===== src/rtl/tapcal_pkg.sv =====
// Package: shared constants and state encoding for the tap sweep calibrator.
// Assumes a status word laid out as done | pass runs | fail runs from bit 0 up.
package tapcal_pkg;
    localparam int STAT_W   = 17;
    localparam int RCNT_W   = 8;
    localparam int DONE_BIT = 0;
    localparam int PASS_LSB = 1;
    localparam int FAIL_LSB = 9;
    localparam logic [31:0] NO_PASS_MARK = 32'hAA55_AA55;

    typedef enum logic [2:0] {
        ST_IDLE,
        ST_PROG,
        ST_KICK,
        ST_WAIT,
        ST_JUDGE,
        ST_LOAD,
        ST_DONE
    } cal_state_e;
endpackage


===== src/rtl/tap_sweep_fsm.sv =====
// Module: sequencer that steps the tap, drives the self-test and judges each result.
// Assumes the self-test keeps status bit 0 low until it restarts from a low go level.
module tap_sweep_fsm
    import tapcal_pkg::*;
#(
    parameter int          TAP_W   = 6,
    parameter logic [31:0] RUN_CFG = 32'h0000_0010
) (
    input  logic              clk,
    input  logic              rst_n,
    input  logic              start_i,
    input  logic [STAT_W-1:0] stat_i,
    output logic [TAP_W-1:0]  tap_o,
    output logic              bist_go_o,
    output logic              clear_o,
    output logic              load_sweep_o,
    output logic              load_final_o,
    output logic              judge_o,
    output logic              tap_good_o,
    output logic              done_o
);
    localparam logic [TAP_W-1:0]  TAP_LAST = {TAP_W{1'b1}};
    localparam logic [RCNT_W-1:0] RUN_CNT  = RUN_CFG[PASS_LSB +: RCNT_W];

    cal_state_e        state_q;
    logic [TAP_W-1:0]  tap_q;
    logic [RCNT_W-1:0] pass_q;
    logic [RCNT_W-1:0] fail_q;
    logic              go_q;

    // Sweep sequencing, self-test handshake and status capture.
    always_ff @(posedge clk) begin
        if (!rst_n) begin
            state_q <= ST_IDLE;
            tap_q   <= '0;
            pass_q  <= '0;
            fail_q  <= '0;
            go_q    <= 1'b0;
        end else begin
            case (state_q)
                ST_IDLE: begin
                    if (start_i) begin
                        tap_q   <= '0;
                        state_q <= ST_PROG;
                    end
                end
                ST_PROG: state_q <= ST_KICK;
                ST_KICK: begin
                    go_q    <= 1'b1;
                    state_q <= ST_WAIT;
                end
                ST_WAIT: begin
                    if (stat_i[DONE_BIT]) begin
                        pass_q  <= stat_i[PASS_LSB +: RCNT_W];
                        fail_q  <= stat_i[FAIL_LSB +: RCNT_W];
                        go_q    <= 1'b0;
                        state_q <= ST_JUDGE;
                    end
                end
                ST_JUDGE: begin
                    if (tap_q == TAP_LAST) begin
                        state_q <= ST_LOAD;
                    end else begin
                        tap_q   <= tap_q + 1'b1;
                        state_q <= ST_PROG;
                    end
                end
                ST_LOAD: state_q <= ST_DONE;
                default: state_q <= ST_IDLE;
            endcase
        end
    end

    // Decoded control strobes and the per-tap verdict.
    always_comb begin
        clear_o      = (state_q == ST_IDLE) && start_i;
        load_sweep_o = (state_q == ST_PROG);
        load_final_o = (state_q == ST_LOAD);
        judge_o      = (state_q == ST_JUDGE);
        tap_good_o   = (fail_q == '0) && (pass_q == RUN_CNT);
        done_o       = (state_q == ST_DONE);
        tap_o        = tap_q;
        bist_go_o    = go_q;
    end

    assert_go_drop_R3: assert property (@(posedge clk) disable iff (!rst_n)
        (state_q == ST_WAIT && stat_i[DONE_BIT]) |=> !bist_go_o);
    assert_go_only_waiting_R3: assert property (@(posedge clk) disable iff (!rst_n)
        bist_go_o |-> (state_q == ST_WAIT));
    assert_tap_step_R1: assert property (@(posedge clk) disable iff (!rst_n)
        (state_q == ST_JUDGE && tap_q != TAP_LAST) |=> (tap_q == $past(tap_q) + 1'b1));
    assert_done_pulse_R8: assert property (@(posedge clk) disable iff (!rst_n)
        done_o |=> !done_o);
    assert_busy_start_ignored_R9: assert property (@(posedge clk) disable iff (!rst_n)
        (state_q == ST_WAIT && start_i && !stat_i[DONE_BIT]) |=> (state_q == ST_WAIT));
endmodule


===== src/rtl/pass_window.sv =====
// Module: tracks the good-tap count and window and forms the final tap.
// Assumes good taps arrive in ascending order within one sweep.
module pass_window
    import tapcal_pkg::*;
#(
    parameter int TAP_W       = 6,
    parameter int DEFAULT_TAP = 8
) (
    input  logic             clk,
    input  logic             rst_n,
    input  logic             clear_i,
    input  logic             hit_i,
    input  logic [TAP_W-1:0] tap_i,
    output logic [TAP_W-1:0] final_o
);
    localparam int CNT_W = TAP_W + 1;
    localparam logic [CNT_W-1:0] CNT_MAX = CNT_W'(1 << TAP_W);

    logic [CNT_W-1:0] count_q;
    logic [31:0]      first_q;
    logic [TAP_W-1:0] last_q;
    logic             found;
    logic [TAP_W:0]   span_sum;

    assign found = (first_q != NO_PASS_MARK);

    // Good-tap counter and window capture.
    always_ff @(posedge clk) begin
        if (!rst_n || clear_i) begin
            count_q <= '0;
            first_q <= NO_PASS_MARK;
            last_q  <= '0;
        end else if (hit_i) begin
            count_q <= count_q + 1'b1;
            last_q  <= tap_i;
            if (!found) first_q <= 32'(tap_i);
        end
    end

    // Window midpoint, or the fallback tap when nothing passed.
    always_comb begin
        span_sum = {1'b0, first_q[TAP_W-1:0]} + {1'b0, last_q};
        if (count_q == '0) final_o = TAP_W'(DEFAULT_TAP);
        else               final_o = span_sum[TAP_W:1];
    end

    assert_window_order_R5: assert property (@(posedge clk) disable iff (!rst_n)
        found |-> (last_q >= first_q[TAP_W-1:0]));
    assert_count_bound_R5: assert property (@(posedge clk) disable iff (!rst_n)
        count_q <= CNT_MAX);
    assert_first_kept_R5: assert property (@(posedge clk) disable iff (!rst_n)
        (found && !clear_i) |=> $stable(first_q));
endmodule


===== src/rtl/lane_tap_bank.sv =====
// Module: one delay-tap register per byte lane, all loaded together.
// Assumes the loaded value is already final for the cycle of the load strobe.
module lane_tap_bank #(
    parameter int LANES = 4,
    parameter int TAP_W = 6
) (
    input  logic                   clk,
    input  logic                   rst_n,
    input  logic                   load_i,
    input  logic [TAP_W-1:0]       value_i,
    output logic [LANES*TAP_W-1:0] taps_o
);
    for (genvar g = 0; g < LANES; g++) begin : g_lane
        logic [TAP_W-1:0] tap_q;
        // Lane register: takes the shared value on a load strobe only.
        always_ff @(posedge clk) begin
            if (!rst_n)      tap_q <= '0;
            else if (load_i) tap_q <= value_i;
        end
        assign taps_o[g*TAP_W +: TAP_W] = tap_q;
    end

    assert_hold_R8: assert property (@(posedge clk) disable iff (!rst_n)
        !load_i |=> $stable(taps_o));
endmodule


===== src/rtl/tap_sweep_cal.sv =====
// Module: top of the delay tap sweep calibrator.
// Assumes an external self-test engine that answers each go level with one status word.
module tap_sweep_cal
    import tapcal_pkg::*;
#(
    parameter int          LANES       = 4,
    parameter int          TAP_W       = 6,
    parameter int          DEFAULT_TAP = 8,
    parameter logic [31:0] RUN_CFG     = 32'h0000_0010
) (
    input  logic                   clk,
    input  logic                   rst_n,
    input  logic                   start_i,
    output logic                   done_o,
    output logic                   bist_go_o,
    input  logic [STAT_W-1:0]      bist_stat_i,
    output logic [LANES*TAP_W-1:0] lane_taps_o
);
    logic [TAP_W-1:0] sweep_tap;
    logic [TAP_W-1:0] final_tap;
    logic [TAP_W-1:0] lane_value;
    logic clear, load_sweep, load_final, judge, tap_good;

    tap_sweep_fsm #(.TAP_W(TAP_W), .RUN_CFG(RUN_CFG)) u_fsm (
        .clk(clk), .rst_n(rst_n), .start_i(start_i), .stat_i(bist_stat_i),
        .tap_o(sweep_tap), .bist_go_o(bist_go_o), .clear_o(clear),
        .load_sweep_o(load_sweep), .load_final_o(load_final),
        .judge_o(judge), .tap_good_o(tap_good), .done_o(done_o)
    );

    pass_window #(.TAP_W(TAP_W), .DEFAULT_TAP(DEFAULT_TAP)) u_window (
        .clk(clk), .rst_n(rst_n), .clear_i(clear),
        .hit_i(judge && tap_good), .tap_i(sweep_tap), .final_o(final_tap)
    );

    // Lane source: the tap under test, or the result at the end.
    always_comb lane_value = load_final ? final_tap : sweep_tap;

    lane_tap_bank #(.LANES(LANES), .TAP_W(TAP_W)) u_lanes (
        .clk(clk), .rst_n(rst_n), .load_i(load_sweep || load_final),
        .value_i(lane_value), .taps_o(lane_taps_o)
    );

    assert_lanes_steady_R2: assert property (@(posedge clk) disable iff (!rst_n)
        (bist_go_o && $past(bist_go_o)) |-> $stable(lane_taps_o));
    assert_lane0_matches_R2: assert property (@(posedge clk) disable iff (!rst_n)
        $rose(bist_go_o) |-> (lane_taps_o[TAP_W-1:0] == sweep_tap));
endmodule


===== config.mk =====
export PLATFORM = sky130hd
export DESIGN_NAME = tap_sweep_cal
export DESIGN_NICKNAME = d
export VERILOG_FILES = /design/src/rtl/tapcal_pkg.sv /design/src/rtl/tap_sweep_fsm.sv /design/src/rtl/pass_window.sv /design/src/rtl/lane_tap_bank.sv /design/src/rtl/tap_sweep_cal.sv
export SDC_FILE = /design/constraint.sdc
export NUM_CORES = 1
export LEC_CHECK = 0
export ABC_AREA = 1
export CORE_UTILIZATION = 63
export CTS_CLUSTER_DIAMETER = 150
export DETAILED_ROUTE_END_ITERATION = 6
export DONT_BUFFER_PORTS = 1
export PLACE_DENSITY = 0.9
export SYNTH_ARGS = -nofsm -noshare
export SYNTH_HDL_FRONTEND = slang
export SYNTH_SLANG_ARGS = --single-unit

===== constraint.sdc =====
create_clock -name clk -period 1.84 [get_ports clk]
set_clock_uncertainty 0.2 [all_clocks]
set_input_delay 0.276 -clock clk [delete_from_list [all_inputs] [get_ports clk]]
set_output_delay 0.276 -clock clk [all_outputs]
set_load 0.01 [all_outputs]

Yosys cells after proc, flatten, opt, wreduce, memory -nomap -nowiden --
Cells that the tools add are included.
Storage, ports and cells: word-level logic and storage cells 52, flip-flop bits (word level) 64, input bits 20, output and inout bits 26
Operators by class: reductions and logical operators 16, $add $sub $neg 3, equality and inequality tests 12, bitwise operators 1, multiplexer cells 11
Operator list (count):
- 6-bit two-way mux | 4
- 19-bit != test, second input constant | 1
- 3-bit one-hot mux with 6 select lines | 1
- 6-bit one-hot mux with 2 select lines | 1
- 3-bit equality test, second input constant | 3
- 3-bit two-way mux | 3
- 8-bit by 4-bit equality test with 1-bit output, second input constant | 1
- 8-bit zero test | 1
- 2-bit AND reduction | 4
- 6-bit by 6-bit adder with 7-bit output | 1
- 7-bit by 1-bit adder with 7-bit output, second input constant | 1
- 7-bit zero test | 1
- 6-bit by 1-bit adder with 6-bit output, second input constant | 1
- 3-bit by 2-bit equality test with 1-bit output, second input constant | 2
- 6-bit equality test, second input constant | 1
- 2-bit != test, second input constant | 3
- 2-bit nonzero test | 2
- 3-bit by 1-bit equality test with 1-bit output, second input constant | 1
- 1-bit logical AND | 3
- 3-bit zero test | 1
- 3-bit AND reduction | 1
- 1-bit logical OR | 2
- 1-bit one-hot mux with 2 select lines | 1
- 1-bit zero test | 1
- 2 further kinds | 2

Logic depth before layout (Yosys ltp) --
Gate-level depths: netlist of the first run.
depth in word-level cells 4, mapped depth 9, depth with buffers taken out 9

By module --
From an unflattened synthesis of the first run, not the netlist that was laid out.
Second synthesis, totals: cell total of the unflattened synthesis 398, area total of the unflattened synthesis 2812.7 µm²
By module, submodules not included:
- tap_sweep_fsm | area each 1241.2 µm², cells each 167, sequential area each 520.5 µm², instances 1
- pass_window | area each 1094.8 µm², cells each 154, sequential area each 400.4 µm², instances 1
- lane_tap_bank | area each 391.6 µm², cells each 55, sequential area each 120.1 µm², instances 1
- tap_sweep_cal | area each 85.1 µm², cells each 22, sequential area each 0.0 µm², instances 1

Worst setup path after synthesis of the first run --
No wires, ideal clock.
kind register -> register, start register u_fsm.tap_q[0], in the netlist u_fsm.tap_o[0], end register u_fsm.tap_q[5], in the netlist u_fsm.tap_o[5], period minus slack after synthesis 1542 ps, data arrival time 1215 ps, setup time 128 ps, data required time 1512 ps, setup slack 298 ps, buffers on the path 0, cell stages (with the launch flop) 9, cell sequence dfxtp_1 ha_1 nand3_1 nor2_1 o21ai_4 inv_2 nor2_1 nor2_1 nor2_1
On the way: word-level cells in the longest chain between the ends 3, elaborated cells on any way between the ends 6, those cells by class add/sub: 1; eq/ne: 2; mux: 2; reduce/logical: 1
RTL lines:
- from (decl) | RTL line tap_sweep_fsm.sv:26 | logic [TAP_W-1:0] tap_q;
- from (signal assigned) | RTL line tap_sweep_fsm.sv:64 | tap_q <= tap_q + 1'b1;
- 6-bit by 1-bit adder with 6-bit output or 6-bit equality test (tied branches) | RTL line tap_sweep_fsm.sv:64, tap_sweep_fsm.sv:61
- 6-bit two-way mux or 2-bit != test (tied branches)
- 6-bit one-hot mux with 2 select lines or 3-bit AND reduction (tied branches)
Parallel ways exist; a longest one is shown, timed or not. The select of a mux whose other input is x is not followed. A chain may end at the register's enable or synchronous reset.

Worst setup path in the final report of the first run --
start register u_fsm.tap_q[1], in the netlist u_fsm.tap_o[1], end register u_fsm.tap_q[5], in the netlist u_fsm.tap_o[5]
The elaborated chain is that of the path after synthesis.

==> run summary, run 1 <==
Final period util: 95.5%
crit path cell chain: ha_1, nand3_1, nor2_2, o21ai_4, inv_2, nor2_1, nor2_1, nor2_1
Critical path origin: u_fsm.tap_o[1]
Fin. Hold Viols: 1
layout cells sized above 1: 7.69%
Internal: 1.49 mW
pin count of the biggest net entering global routing: 28
hold_sp: bist_stat_i[7]
initial core utilization: 67.1%
dpl ws: 103 ps
Worst VDD drop: 0.591 mV
total grt overflow: 0
I/O pin count: 46
FP Rows: 23
FF-to-FF Start: u_fsm.tap_o[1]
Clock Tree Buf Depth: 2
Non-Filler Instances: 440
clk_lat worst skew: 310 ps
Final #Nets: 419
ys async rst share: 0%
commonest non-fill, non-tap cell in the layout: nand2_1
Synth Register Bits: 52
DRT Wirelength: 5910 um
setup ws final: 82.6 ps
EDFF count, synth: 0
Die Y: 68.2 um
post-CTS setup buffer count: 0
CP max stage cell: dfxtp_1
failing checks: hold timing
Max Cap Viol: 0
WHS Endpoint: u_fsm.pass_q[6]
max incr delay on CP: 460 ps
initial antenna violation count: 0
GP Congestion: 0.855
vias in the first global route: 2,223
crit path time final: 1760 ps
Max Fclk: 569 MHz
Worst-path clk slew: 90 ps
R2R cell count: 8
Fin Setup TNS: 0 ps
First-pass DRT Iterations: 4
most frequent cells in the layout: 72 x nand2_1, 58 x nor2_1, 52 x dfxtp_1
Worst setup EP type: flip-flop
CTS Buf Count: 5
Startpoint Class: flip-flop
CP max FO: 8
CP top delay family: simple AND/OR/NAND/NOR gates
Reg power frac: 58.0%
worst-margin pin slew: 562 ps
syn avg cell area: 7.08 sq um
clock power share: 30.7%
Residual DRC: 0
Area growth, synth to finish: 5.03%
Critical Path RT: 1840 ps
placed cell area: 0.00267 sq mm
ys flop type: dfxtp_1
R2R setup slack: 80 ps
via count: 2,443
syn nets: 419
final setup fails: 0
H-tree levels: 2
hpwl dp: 4170 um
TritonCTS clock tree: yes
sw frac: 26.6%
DRT iter0 DRCs: 175
drt via density: 5.55
register area share after synthesis: 37.7%
WHS Path Cells: 2
first-pass GRT wire length: 9540 um
Cell Area, Synth: 0.00276 sq mm
Root Driver: clkbuf_8
R2R Path End: u_fsm.tap_o[5]
Finished Cell Area: 0.00290 sq mm
DRT antenna net count: 0
Combinational Power Share: 11.3%
WHS: -8.53 ps
final slew viol count: 0
Critical Path Stages: 8
status: complete, but fails checks
type of the most critical hold path: in -> reg
Crit Path Category: reg -> reg
Die ar.: 0.00465 sq mm
Slew HR: 62.4%
Port Buffer Count: 0
wire per inst: 13.4 um
core area: 0.00412 sq mm
Tot Pwr: 2.03 mW
Chip Width: 68.2 um
Pleak: 1.22 nW
Synth warnings: 0
# diodes: 0
Crit path top cell by count: nor2_1
Psw: 0.540 mW
cells after synthesis: 390
Placed Cells: 418
Worst Path Buf+Inv: 1
total track usage: 27.9%
Unique masters post-synth: 33
clock sinks: 52
Worst EP arrival: 1750 ps
P per Cell Area: 701 mW/mm^2
## synth_stat cells (2+ instances only)
cell | number | area share, %
nand2_2 | 2 | 0.45
nand3_2 | 2 | 0.73
clkbuf_1 | 3 | 0.41
o21ai_1 | 2 | 0.36
nand4_1 | 6 | 1.4
ha_1 | 8 | 3.6
a21oi_1 | 38 | 6.9
nand2_4 | 3 | 1.2
dfxtp_1 | 52 | 38
inv_1 | 35 | 4.8
o21ai_0 | 22 | 4.0
buf_4 | 18 | 4.9
nor2_1 | 60 | 8.2
nor3_1 | 6 | 1.1
a22oi_1 | 6 | 1.6
inv_2 | 5 | 0.68
nand3_1 | 29 | 5.3
nand2_1 | 72 | 9.8
buf_6 | 3 | 1.2
xor2_1 | 5 | 1.6
## per-stage QoR
step           hold slack [ps]  utilization (%)
6_report                 -8.53             70.4
5_1_grt                  0.705             70.4
4_1_cts                   2.66             70.1
3_5_place_dp               204             64.8
3_3_place_gp               191             64.8
2_1_floorplan              214                -
## area by class of cell
class,instances,area [sq um]
Timing Repair Buffer,20,188
Tap cell,50,62.6
Fill cell,341,1220
Clock buffer,6,72.6
Multi-Input combinational cell,269,1370
Clock inverter,1,5.00
Sequential cell,52,1040
Inverter,42,163
## worst max-delay path by stage
stage                                     to  slack [ps]
after global routing      u_window.last_q[5]         -10
after floorplan               u_fsm.tap_o[5]         300
after global placement        u_fsm.tap_o[5]         140
after detailed placement      u_fsm.tap_o[5]         100
after CTS                     u_fsm.tap_o[5]          90
final                         u_fsm.tap_o[5]          80
## power groups by stage
stage | Sequential [mW] | Combinational (mW) | Clock [mW]
finish | 1.18 | 0.231 | 0.623
global placement | 1.20 | 0.188 | 0
CTS | 1.18 | 0.227 | 0.626
floorplan | 1.20 | 0.175 | 0
global route | 1.18 | 0.259 | 0.686
detailed placement | 1.20 | 0.195 | 0
## repair_timing
action | 4_1_cts | 5_1_grt
gates resized for setup | 0 | 2
endpoints found under the hold margin | 25 | 1
hold buffers | 14 | 1
setup endpoints to repair | 0 | 6
## cell families after synthesis
family	count (synthesis)	share of synthesized area, %
DFF	52	37.7
adders and majority gates	9	4.35
xor gates and xnor gates	5	1.59
buffers and inverters	69	12.9
and+or+nand+nor	184	29.4
AOI/OAI and AO/OA	71	14.0
## sequential cells by signal (all words and copies together), names as in the netlist
register and count:
u_fsm.fail_q 8, u_window.first_q 7, u_fsm.bist_go_o 1, u_fsm.tap_o 6
u_window.count_q 7, u_fsm.pass_q 8, u_fsm.state_q 3, u_window.last_q 6
u_lanes.g_lane.tap_q 6
## worst reg2reg max path: stages, from the launching register on
cell and delay (ps):
dfxtp_1 460, ha_1 260, nand3_1 170, nor2_2 180
o21ai_4 110, inv_2 90, nor2_1 40, nor2_1 80
nor2_1 50
## routing by layer
layer | global-route usage, % | up-vias | share of wire (%)
met2 | 46.3 | 87 | 49
met1 | 31.7 | 1096 | 42
met5 | 0 | - | 0
met3 | 7.67 | 15 | 6.1
li1 | - | 1245 | -
met4 | 16.4 | 0 | 2.2
Note: power is estimated with default switching activity, not from simulation.
==> inputs of run 2 (changes only) <==
--- a/config.mk
+++ b/config.mk
@@ -6,7 +6,10 @@
 export NUM_CORES = 1
 export LEC_CHECK = 0
 export ABC_AREA = 1
-export CORE_UTILIZATION = 63
+export CELL_PAD_IN_SITES_DETAIL_PLACEMENT = 1
+export CELL_PAD_IN_SITES_GLOBAL_PLACEMENT = 1
+export CORE_MARGIN = 2
+export CORE_UTILIZATION = 45
 export CTS_CLUSTER_DIAMETER = 150
 export DETAILED_ROUTE_END_ITERATION = 6
 export DONT_BUFFER_PORTS = 1
==> run 2 against run 1 <==
Sequential share of layout area fell by 0.92 points. Maximum frequency fell by 2.6%. First-iteration DRC count fell by 25%. Power rose by 10%. Clock power rose by 28%. Clock-buffer cell count did not move. Final cell count rose by 6.1%. The run still ends with hold timing left.
==> run summary, run 2 (synthesis gave the netlist of run 1 again) <==
status: complete, but fails checks
failing checks: hold timing
GP Congestion: 0.805 (-5.8%)
hpwl dp: 5120 um (+23%)
Sequential Area: 0.00104 sq mm (+0.12%)
Fin. Hold Viols: 1 (unchanged)
Area growth, synth to finish: 7.93%
unrepaired setup endpoints after global routing: yes
Finished Cell Area: 0.00298 sq mm (+2.8%)
Residual DRC: 0 (unchanged)
TritonCTS clock tree: yes
# diodes: 0 (unchanged)
placed cell area: 0.00271 sq mm (+1.5%)
P per Cell Area: 752 mW/mm^2 (+7.2%)
Port Buffer Count: 0 (unchanged)
most frequent cells in the layout: 72 x nand2_1, 58 x nor2_1, 51 x dfxtp_1
Pleak: 1.24 nW (+1.7%)
drt via density: 5.56 (+0.16%)
final setup fails: 0 (unchanged)
FP Rows: 28 (+22%)
vias in the first global route: 2,746 (+24%)
Critical path origin: rst_n
crit path cell chain: dlygate4sd3_1, nand2_4, clkinv_4, o21ai_0, nor2_1
commonest non-fill, non-tap cell in the layout: nand2_1
WHS: -12.1 ps (-3.58 ps)
max incr delay on CP: 960 ps (+500 ps)
Die Y: 82.3 um (+21%)
First-pass DRT Iterations: 4 (unchanged)
R2R Path End: u_window.last_q[1]
Critical Path RT: 1870 ps (+30 ps)
clk_lat worst skew: 310 ps (about the same)
DRT iter0 DRCs: 132 (-25%)
Worst Setup EP: u_window.last_q[1]
Worst setup EP type: flip-flop
FF-to-FF Start: u_fsm.fail_q[4]
crit path time final: 1800 ps (+46.5 ps)
worst-margin pin slew: 662 ps (+99.9 ps)
pin count of the biggest net entering global routing: 28 (unchanged)
Max Cap Viol: 0 (unchanged)
DRT antenna net count: 0 (unchanged)
post-CTS setup buffer count: 0 (unchanged)
via count: 2,597 (+6.3%)
Worst VDD drop: 0.409 mV (-31%)
Die ar.: 0.00678 sq mm (+46%)
R2R cell count: 6 (-2)
largest registers: u_fsm.fail_q (8), u_fsm.pass_q (8)
Max Fclk: 554 MHz (-2.6%)
Placed Cells: 444 (+6.2%)
Clock Tree Buf Depth: 2 (unchanged)
DRT Wirelength: 8070 um (+37%)
Fill cells: 780 (+130%)
R2R setup slack: 50 ps (-30 ps)
CTS Buf Count: 5 (unchanged)
I/O pin count: 46 (unchanged)
Final #Nets: 420 (+0.24%)
initial antenna violation count: 0 (unchanged)
Non-Filler Instances: 467 (+6.1%)
clock sinks: 52 (unchanged)
Slew HR: 55.7% (-6.7 points)
Final period util: 98.0% (+2.5 points)
Root Driver: clkbuf_8
initial core utilization: 46.6% (-20 points)
Worst EP arrival: 1840 ps (+90 ps)
first-pass GRT wire length: 13,100 um (+37%)
core area: 0.00592 sq mm (+44%)
Startpoint Class: input pin
final slew viol count: 0 (unchanged)
Fin Setup TNS: 0 ps (unchanged)
multi-input combinational cell area: 0.00138 sq mm (+0.73%)
Worst-path clk slew: 100 ps (about the same)
total track usage: 25.8% (-2.1 points)
type of the most critical hold path: in -> reg
H-tree levels: 2 (unchanged)
Chip Width: 82.3 um (+21%)
Crit Path Category: in -> reg
CP max FO: 16 (+8)
total grt overflow: 0 (unchanged)
wire per inst: 17.3 um (+29%)
CP max stage cell: dlygate4sd3_1
layout cells sized above 1: 8.93% (+1.2 points)
==> run 2: area by class of cell <==
cell class                 instances  area share, %
tap                               75           3.15
inverter                          42           5.46
clock buffer                       6           2.44
sequential                        52           35.0
timing repair buffer              21           6.55
multi-input combinational        269           46.2
clock inverter                     2           1.18
==> run 2: repair_timing <==
action	4_1_cts	5_1_grt
setup endpoints to repair	0	19
hold endpoints to repair	25	0
resized for setup	0	6
hold buffers	15	0
==> run 2: worst min path at each step <==
stage | cells after the start | startpoint | end | slack [ps]
floorplan | 2 | rst_n | u_fsm.fail_q[2] | 210
global placement | 2 | rst_n | u_fsm.fail_q[1] | 200
detailed placement | 2 | rst_n | u_fsm.fail_q[1] | 220
CTS | 2 | bist_stat_i[10] | u_fsm.fail_q[1] | 4
global route | 2 | bist_stat_i[10] | u_fsm.fail_q[1] | 20
finish | 2 | bist_stat_i[10] | u_fsm.fail_q[1] | -10
==> run 2: where the power goes <==
| part | internal (mW) | total (mW) | switching (mW) |
|---|---|---|---|
| clock network | 0.405 | 0.800 | 0.395 |
| logic | 0.0872 | 0.258 | 0.170 |
| registers | 1.15 | 1.18 | 0.0302 |
| total | 1.64 | 2.24 | 0.596 |
==> run 2: routing by layer <==
| layer | vias up | GRT usage, % | part of all wire [%] |
|---|---|---|---|
| met4 | 0 | 11.5 | 4.2 |
| met2 | 57 | 49.4 | 53 |
| met3 | 22 | 3.91 | 3.6 |
| li1 | 1248 | - | - |
| met1 | 1270 | 27.4 | 39 |
| met5 | - | 0 | 0 |
==> run 2: metrics by stage <==
stage	total power, mW	utilization, %	setup WS [ps]
final	2.24	50.3	36.1
after global routing	2.33	50.3	-34.2
after CTS	2.20	50.0	26.8
after detailed placement	1.41	45.7	51.1
after global placement	1.40	45.7	135
after floorplan	1.37	-	298
==> run 2: critical path, delay by kind of cell <==
| kind | cells | cell delay [ps] |
|---|---|---|
| buffers and inverters | 2 | 1110 |
| AOI/OAI and AO/OA | 1 | 120 |
| and+or+nand+nor | 2 | 320 |
==> inputs of run 3 (changes only) <==
--- a/config.mk
+++ b/config.mk
@@ -9,11 +9,11 @@
 export CELL_PAD_IN_SITES_DETAIL_PLACEMENT = 1
 export CELL_PAD_IN_SITES_GLOBAL_PLACEMENT = 1
 export CORE_MARGIN = 2
-export CORE_UTILIZATION = 45
+export CORE_UTILIZATION = 48
 export CTS_CLUSTER_DIAMETER = 150
 export DETAILED_ROUTE_END_ITERATION = 6
 export DONT_BUFFER_PORTS = 1
-export PLACE_DENSITY = 0.9
+export PLACE_DENSITY = 0.94
 export SYNTH_ARGS = -nofsm -noshare
 export SYNTH_HDL_FRONTEND = slang
 export SYNTH_SLANG_ARGS = --single-unit
==> constraint.sdc (replaced) <==
create_clock -name clk -period 2.22 [get_ports clk]
set_clock_uncertainty 0.2 [all_clocks]
set_input_delay 0.333 -clock clk [delete_from_list [all_inputs] [get_ports clk]]
set_output_delay 0.333 -clock clk [all_outputs]
set_load 0.01 [all_outputs]
==> run 3 against run 2 <==
Largest cell class unchanged. Clock power is 9.9% lower. Highest routed layer unchanged. Final area shrank 3.8%. Sequential power decreased by 17%. The run still ends with hold timing left. Routed wire length shrank 6.3%. Hold slack better by 11 ps. Sequential cell count unchanged.
==> run summary, run 3 (synthesis gave the netlist of run 1 again) <==
status: complete, but fails checks
failing checks: hold timing
clock sinks: 52 (unchanged)
commonest non-fill, non-tap cell in the layout: nand2_1
drt via density: 5.67 (+1.9%)
DRT Wirelength: 7560 um (-6.3%)
placed cell area: 0.00266 sq mm (-1.5%)
Worst EP arrival: 1970 ps (+130 ps)
worst-margin pin slew: 493 ps (-169 ps)
Final period util: 88.9%
Non-Filler Instances: 452 (-3.2%)
clock power share: 38.2% (+2.5 points)
crit path time final: 1970 ps
WHS: -1.61 ps (+10.5 ps)
I/O pin count: 46 (unchanged)
Startpoint Class: flip-flop
unrepaired setup endpoints after global routing: no
post-CTS setup buffer count: 0 (unchanged)
Final #Nets: 408 (-2.9%)
Internal: 1.38 mW (-16%)
Max Fclk: 507 MHz
Worst setup EP type: flip-flop
Max Cap Viol: 0 (unchanged)
P per Cell Area: 658 mW/mm^2 (-12%)
total track usage: 25.1% (-0.70 points)
GP Congestion: 0.884 (+9.8%)
wire per inst: 16.7 um (-3.2%)
Chip Width: 79.8 um (-3.0%)
type of the most critical hold path: in -> reg
pin count of the biggest net entering global routing: 28 (unchanged)
Finished Core Util: 51.7% (+1.4 points)
Die ar.: 0.00637 sq mm (-5.9%)
Fin. Hold Viols: 1 (unchanged)
layout cells sized above 1: 6.84% (-2.1 points)
DRT iter0 DRCs: 145 (+9.8%)
# diodes: 0 (unchanged)
Residual DRC: 0 (unchanged)
vias in the first global route: 2,696 (-1.8%)
clk_lat worst skew: 330 ps (+20 ps)
First-pass DRT Iterations: 4 (unchanged)
Die Y: 79.8 um (-3.0%)
final setup fails: 0 (unchanged)
Fin Setup TNS: 0 ps (unchanged)
Root Driver: clkbuf_8
sw frac: 26.8% (+0.21 points)
Port Buffer Count: 0 (unchanged)
initial antenna violation count: 0 (unchanged)
CTS Buf Count: 5 (unchanged)
hpwl dp: 5000 um (-2.4%)
# resized after CTS: 0 (unchanged)
DRT antenna net count: 0 (unchanged)
via count: 2,562 (-1.3%)
Slew HR: 66.9% (+11 points)
Psw: 0.506 mW (-15%)
Worst VDD drop: 0.330 mV (-19%)
Fill cells: 726 (-6.9%)
Area growth, synth to finish: 3.81%
final slew viol count: 0 (unchanged)
core area: 0.00554 sq mm (-6.4%)
Finished Cell Area: 0.00287 sq mm (-3.8%)
first-pass GRT wire length: 12,500 um (-4.7%)
FP Rows: 27 (-3.6%)
Combinational Power Share: 9.7% (-1.8 points)
Placed Cells: 436 (-1.8%)
largest registers: u_fsm.fail_q (8), u_fsm.pass_q (8)
Pleak: 1.19 nW (-4.1%)
CP max FO: 8 (-8)
Critical Path RT: 2220 ps (+350 ps)
initial core utilization: 49.8% (+3.2 points)
Crit Path Category: reg -> reg
Worst-path clk slew: 110 ps (about the same)
total grt overflow: 0 (unchanged)
H-tree levels: 2 (unchanged)
Reg power frac: 52.0% (-0.8 points)
most frequent cells in the layout: 72 x nand2_1, 60 x nor2_1, 52 x dfxtp_1
Clock Tree Buf Depth: 2 (unchanged)
TritonCTS clock tree: yes
==> run 3: path summary, 6_finish.rpt <==
path	startpoint	to	slack (ps)	depth (start not counted)
max reg2reg	u_fsm.tap_o[0]	u_fsm.tap_o[5]	250	8
max	u_fsm.tap_o[0]	u_fsm.tap_o[5]	250	8
min reg2reg	u_window.first_q[29]	u_window.first_q[29]	260	2
min	bist_stat_i[16]	u_fsm.fail_q[7]	-2	2
==> run 3: critical path: stages, from the launching register on <==
cell,delay [ps]
dfxtp_1,520
ha_1,290
nand3_1,150
nor2_1,230
o21ai_4,120
inv_2,100
nor2_1,40
nor2_1,120
nor2_1,60
==> run 3: per-layer routing <==
layer | vias to the layer above | part of all wire [%] | track usage (%)
met5 | - | 0 | 0
met4 | 0 | 2.8 | 10.0
met3 | 24 | 5.4 | 5.88
met2 | 75 | 51 | 45.3
met1 | 1240 | 41 | 28.2
li1 | 1223 | - | -
==> run 3: per-stage QoR <==
step           hold slack [ps]  power [mW]  worst slack, ps
2_1_floorplan              219        1.14              678
3_3_place_gp               230        1.15              490
3_5_place_dp               241        1.16              366
4_1_cts                   3.08        1.86              322
5_1_grt                   3.33        1.94              116
6_report                 -1.61        1.89              247
==> run 3: area by class of cell <==
type / instances / area (sq um) / area share, %
Multi-Input combinational cell: 269 / 1360 / 47.6
Sequential cell: 52 / 1040 / 36.3
Inverter: 42 / 163 / 5.68
Tap cell: 72 / 90.1 / 3.14
Timing Repair Buffer: 9 / 87.6 / 3.06
Clock buffer: 6 / 82.6 / 2.88
Clock inverter: 2 / 38.8 / 1.35
==> run 3: power groups by stage <==
stage          logic (mW)  registers [mW]  clock network (mW)
6_report            0.184           0.981               0.721
5_1_grt             0.205           0.984               0.756
4_1_cts             0.176           0.981               0.708
3_5_place_dp        0.158            1.00                   0
3_3_place_gp        0.149            1.00                   0
2_1_floorplan       0.145           0.992                   0
==> run 3: repair_timing <==
item                       4_1_cts  5_1_grt
setup endpoints to repair        0        0
hold buffers                     8        0
hold endpoints to repair        18        0
